===== src/rtl/ldst_agu_pkg.sv =====
package ldst_agu_pkg;

  typedef enum logic [1:0] {
    MODE_OFFSET = 2'b00,
    MODE_PRE    = 2'b01,
    MODE_POST   = 2'b10,
    MODE_RSVD   = 2'b11
  } idxMode_e;

  typedef enum logic [1:0] {
    SRC_IMM   = 2'b00,
    SRC_REG   = 2'b01,
    SRC_SHREG = 2'b10,
    SRC_SHALT = 2'b11
  } offSrc_e;

  // strobes from control to datapath
  typedef struct packed {
    logic useImm;
    logic useShift;
    logic doSub;
    logic addrFromBase;
    logic wbEnable;
  } aguCtrl_t;

endpackage


===== src/rtl/ldst_agu_ctrl.sv =====
module ldst_agu_ctrl
  import ldst_agu_pkg::*;
(
  input  logic [1:0] modeSel,
  input  logic [1:0] opSel,
  input  logic       subtract,
  output aguCtrl_t   ctrl
);

  idxMode_e modeDec;
  offSrc_e  srcDec;

  always_comb begin
    modeDec = idxMode_e'(modeSel);
    srcDec  = offSrc_e'(opSel);

    ctrl = '0;
    ctrl.doSub = subtract;

    unique case (srcDec)
      SRC_IMM:   ctrl.useImm = 1'b1;
      SRC_REG:   ctrl.useShift = 1'b0;
      SRC_SHREG,
      SRC_SHALT: ctrl.useShift = 1'b1;
      default:   ctrl.useImm = 1'b1;
    endcase

    unique case (modeDec)
      MODE_PRE: begin
        ctrl.addrFromBase = 1'b0;
        ctrl.wbEnable     = 1'b1;
      end
      MODE_POST: begin
        ctrl.addrFromBase = 1'b1;
        ctrl.wbEnable     = 1'b1;
      end
      MODE_OFFSET,
      MODE_RSVD: begin
        ctrl.addrFromBase = 1'b0;
        ctrl.wbEnable     = 1'b0;
      end
      default: begin
        ctrl.addrFromBase = 1'b0;
        ctrl.wbEnable     = 1'b0;
      end
    endcase
  end

endmodule


===== src/rtl/ldst_agu_datapath.sv =====
module ldst_agu_datapath
  import ldst_agu_pkg::*;
#(
  parameter int DATA_W  = 32,
  parameter int IMM_W   = 12,
  parameter int SHAMT_W = 5
) (
  input  logic [DATA_W-1:0]  baseVal,
  input  logic [IMM_W-1:0]   immOff,
  input  logic [DATA_W-1:0]  idxVal,
  input  logic [SHAMT_W-1:0] shAmt,
  input  aguCtrl_t           ctrl,
  output logic [DATA_W-1:0]  addrOut,
  output logic [DATA_W-1:0]  wbOut,
  output logic               wbEnOut
);

  localparam int PAD_W = DATA_W - IMM_W;

  // logarithmic left shifter, one stage per shift-amount bit
  logic [DATA_W-1:0] shStage [SHAMT_W+1];

  assign shStage[0] = idxVal;

  for (genvar s = 0; s < SHAMT_W; s++) begin : g_shift
    localparam int STEP = 1 << s;
    if (STEP < DATA_W) begin : g_part
      assign shStage[s+1] = shAmt[s] ?
        {shStage[s][DATA_W-STEP-1:0], {STEP{1'b0}}} : shStage[s];
    end else begin : g_full
      assign shStage[s+1] = shAmt[s] ? '0 : shStage[s];
    end
  end

  logic [DATA_W-1:0] offMag;
  logic [DATA_W-1:0] offOperand;
  logic [DATA_W-1:0] sumVal;

  always_comb begin
    if (ctrl.useImm) begin
      offMag = {{PAD_W{1'b0}}, immOff};
    end else if (ctrl.useShift) begin
      offMag = shStage[SHAMT_W];
    end else begin
      offMag = idxVal;
    end
  end

  // two's complement subtract through a shared adder
  assign offOperand = ctrl.doSub ? ~offMag : offMag;
  assign sumVal     = baseVal + offOperand + {{(DATA_W-1){1'b0}}, ctrl.doSub};

  assign addrOut = ctrl.addrFromBase ? baseVal : sumVal;
  assign wbOut   = sumVal;
  assign wbEnOut = ctrl.wbEnable;

endmodule


===== src/rtl/ldst_agu.sv =====
module ldst_agu
  import ldst_agu_pkg::*;
#(
  parameter int DATA_W  = 32,
  parameter int IMM_W   = 12,
  parameter int SHAMT_W = 5,
  parameter bit OUT_REG = 1'b1
) (
  input  logic               clk,
  input  logic               rstN,
  input  logic [DATA_W-1:0]  baseVal,
  input  logic [IMM_W-1:0]   immOff,
  input  logic [DATA_W-1:0]  idxVal,
  input  logic [SHAMT_W-1:0] shAmt,
  input  logic               subtract,
  input  logic [1:0]         opSel,
  input  logic [1:0]         modeSel,
  output logic [DATA_W-1:0]  accAddr,
  output logic [DATA_W-1:0]  wbVal,
  output logic               wbEn
);

  aguCtrl_t          ctrl;
  logic [DATA_W-1:0] addrNext;
  logic [DATA_W-1:0] wbNext;
  logic              wbEnNext;

  ldst_agu_ctrl u_ctrl (
    .modeSel  (modeSel),
    .opSel    (opSel),
    .subtract (subtract),
    .ctrl     (ctrl)
  );

  ldst_agu_datapath #(
    .DATA_W  (DATA_W),
    .IMM_W   (IMM_W),
    .SHAMT_W (SHAMT_W)
  ) u_dp (
    .baseVal (baseVal),
    .immOff  (immOff),
    .idxVal  (idxVal),
    .shAmt   (shAmt),
    .ctrl    (ctrl),
    .addrOut (addrNext),
    .wbOut   (wbNext),
    .wbEnOut (wbEnNext)
  );

  if (OUT_REG) begin : g_reg
    always_ff @(posedge clk) begin
      if (!rstN) begin
        accAddr <= '0;
        wbVal   <= '0;
        wbEn    <= 1'b0;
      end else begin
        accAddr <= addrNext;
        wbVal   <= wbNext;
        wbEn    <= wbEnNext;
      end
    end
  end else begin : g_comb
    assign accAddr = addrNext;
    assign wbVal   = wbNext;
    assign wbEn    = wbEnNext;
  end

endmodule


===== config.mk =====
export PLATFORM = sky130hd
export DESIGN_NAME = ldst_agu
export DESIGN_NICKNAME = d
export VERILOG_FILES = /design/src/rtl/ldst_agu_pkg.sv /design/src/rtl/ldst_agu_ctrl.sv /design/src/rtl/ldst_agu_datapath.sv /design/src/rtl/ldst_agu.sv
export SDC_FILE = /design/constraint.sdc
export NUM_CORES = 1
export LEC_CHECK = 0
export ABC_AREA = 1
export CORE_MARGIN = 2
export CORE_UTILIZATION = 35
export DETAILED_ROUTE_END_ITERATION = 10
export RECOVER_POWER = 50
export SYNTH_ARGS = -nofsm -noshare
export SYNTH_HDL_FRONTEND = slang
export SYNTH_SLANG_ARGS = --single-unit

===== constraint.sdc =====
create_clock -name clk -period 4.55 [get_ports clk]
set_input_delay 0.91 -clock clk [delete_from_list [all_inputs] [get_ports clk]]
set_output_delay 0.91 -clock clk [all_outputs]
set_load 0.02 [all_outputs]

==> metrics <==
worst hold path stage count=3; GRT Util Overall=22.8%; Antenna Diode Count=0; final hold violation count=0; sequential area share after synthesis=21.3%; final worst path period need=4.22 ns; most common cell after layout, fill and taps aside=nand2_1; I/O pin cnt=153; failing checks=max-capacitance violations, max-slew violations; post-DP HPWL=17,700 um; area grow syn2layout=51.1%; Fillers=1,831; largest net degree at the start of global routing=60; cell count after synthesis=993; Starting Density=35.6%; post-route DRC violation count=0; layout cells sized above 1=16.5%; Placement Setup Slack=-0.327 ns; initial antenna violation count=0; H-tree Lvls=3; most used cell along the critical path=nand2_1; Worst path slowest cell=clkdlybuf4s50_1; maxcap violations=1; most frequent cells in the layout=nand2_1, buf_4, inv_1, nor2_1, o21ai_0; worst min path class=primary input to flip-flop; first-pass GRT wire length=33,500 um; # hold bufs at CTS=0; Hold Path End=accAddr[3]; drt pass-1 iters=5; die area=18,600 um^2; relative slew slack=-2.91%; CP startpoint kind=primary input; Metal-1 WL=9920 um; final setup vio count=0; crit share post-route=92.7%; initial DRC count=371; clk buf depth=2; WL met2=9820 um; unrepaired setup endpoints after global routing=false; post-DR wirelength/cell=14.3 um; Top FF cell, synth=dfxtp_1; count of state elements after synthesis=65; placed insts=1,469; number of buffer and inverter stages on the critical path=3; Max Clock Freq=237 MHz; outcome=finished, violations left; PortBufs=152; nets=1,383; Top Layer Used=met4; Setup Crit Path Kind=primary input to flip-flop; leakage=4.55 nW; vias in the first global route=6,802; clk root buf=clkbuf_16; Post-synth ARST share=0%; number of synthesis warnings=0; Post-Layout Inst Area=9250 um^2; synthesized net count=1,116; CP top delay family=compound AO/OA/AOI/OAI gates; vias post-DR=7,364; PD cells=331 nW/um^2; Setup WS post-layout=0.334 ns; vias per cell=4.94; # rows=48; Worst-Margin Slew=1.54 ns; Reg area=1300 um^2; Post-Route WL=21,400 um; Worst Path Arrival=4.43 ns; CP Max Fanout=3; Worst-path clk slew=0.06 ns; Die Ht=136 um; Post-Layout Cell Count=1,490; nature of the critical path endpoint=flip-flop; gp weighted congestion=0.930; dpl cell area=8880 um^2; multi-input combinational cell area=4280 um^2; Netlist cell types=50; Die W=136 um; CORE AREA=17,200 um^2; Design Power=3.06 mW; Hold Startpoint=baseVal[3]; GRT overflow=0; Mapped Area=6120 um^2; Post-DRT Antenna Nets=0; CTS tree=yes; number of synthesized flops with an enable pin=0; CTS sink cnt=65; Core Util, Final=53.9%; slowest cell delay on critical path=0.45 ns; Inserted Clock Buffers=9; CP cell instances=clkdlybuf4s50_1, inv_1, o21ai_1, nor2_1, a31oi_1, nand2_1, nand2_1, o21ai_1, o22ai_1, nand2_1, xor2_1, ha_1, a21oi_1, o21ai_1, a21oi_1, o21ai_0, a21oi_1, nand2_1, xor2_1, o21ai_0, inv_1; metal3 WL=979 um; max-slew violation count=36; Peak supply drop=0.272 mV; Hold Slack=1.24 ns; Sum Neg Setup Slack=0 ns; Syn Area/Cell=6.17 um^2; Worst Path Required=4.77 ns
==> power breakdown <==
group | internal [mW] | switching, mW | leakage (nW)
Clock | 0.423 | 0.247 | 0.139
Sequential | 0.689 | 0.0238 | 0.542
Combinational | 0.777 | 0.905 | 3.87
==> metal layers <==
metal	global-route usage [%]	vias up
met5	0	-
met4	8.97	0
met3	2.27	38
met2	37.8	219
met1	30.2	3281
li1	-	3826
==> how the worst max path moves through the flow <==
stage	slack [ns]	from	cells past startpoint	to
after floorplan	0.68	shAmt[2]	21	accAddr[28]
after global placement	-0.26	shAmt[0]	24	accAddr[18]
after detailed placement	-0.33	shAmt[0]	24	accAddr[18]
after CTS	0.02	shAmt[0]	24	accAddr[18]
after global routing	0.02	shAmt[1]	25	accAddr[29]
final	0.33	idxVal[12]	21	accAddr[25]
==> state kept, by name (all words and copies together), names as in the netlist <==
signal   cells
accAddr     32
wbVal       32
wbEn         1
==> final cells by class <==
type	instances	share of cell area [%]
inverters	97	3.99
flip-flops and latches	65	14.1
repair buffers	304	29.5
multi-input cells	783	46.3
well taps	225	3.04
clock inverters	5	0.609
clock buffers	11	2.52
==> synth_stat cells, drive strengths merged (2+ instances only) <==
cell type | count | share of area [%]
nand3 | 57 | 4.8
nor2 | 93 | 6.3
a21oi | 62 | 5.1
nor3 | 9 | 0.74
inv | 97 | 6.0
a31oi | 6 | 0.61
nand3b | 2 | 0.25
xnor2 | 10 | 1.4
xor2 | 42 | 6.0
a21o | 5 | 0.61
clkbuf | 28 | 1.7
ha | 34 | 6.9
buf | 20 | 1.8
o21ai | 118 | 10
o21a | 4 | 0.49
or2 | 8 | 0.86
nor4 | 3 | 0.31
and2 | 5 | 0.51
a211oi | 2 | 0.25
mux2i | 4 | 0.65
a22oi | 3 | 0.37
nand4 | 7 | 0.72
dfxtp | 65 | 21
o22ai | 5 | 0.51
o211ai | 26 | 3.2
nand2 | 267 | 17
o221ai | 4 | 0.57
==> cell families after synthesis <==
family,synth area share (%)
multiplexers,0.654
AND/OR/NAND/NOR,31.4
XOR/XNOR,7.44
AO/OA/AOI/OAI,22.5
adder cells (fa/ha/maj),7.27
buffers and inverters,9.50
flip-flops,21.3
==> repair_timing <==
item,in CTS,in global routing
gates resized for setup,0,24
buffers inserted,0,5
endpoints found under the setup margin,0,41
hold endpoints to repair,0,0
(Power assumes the default switching activity.)
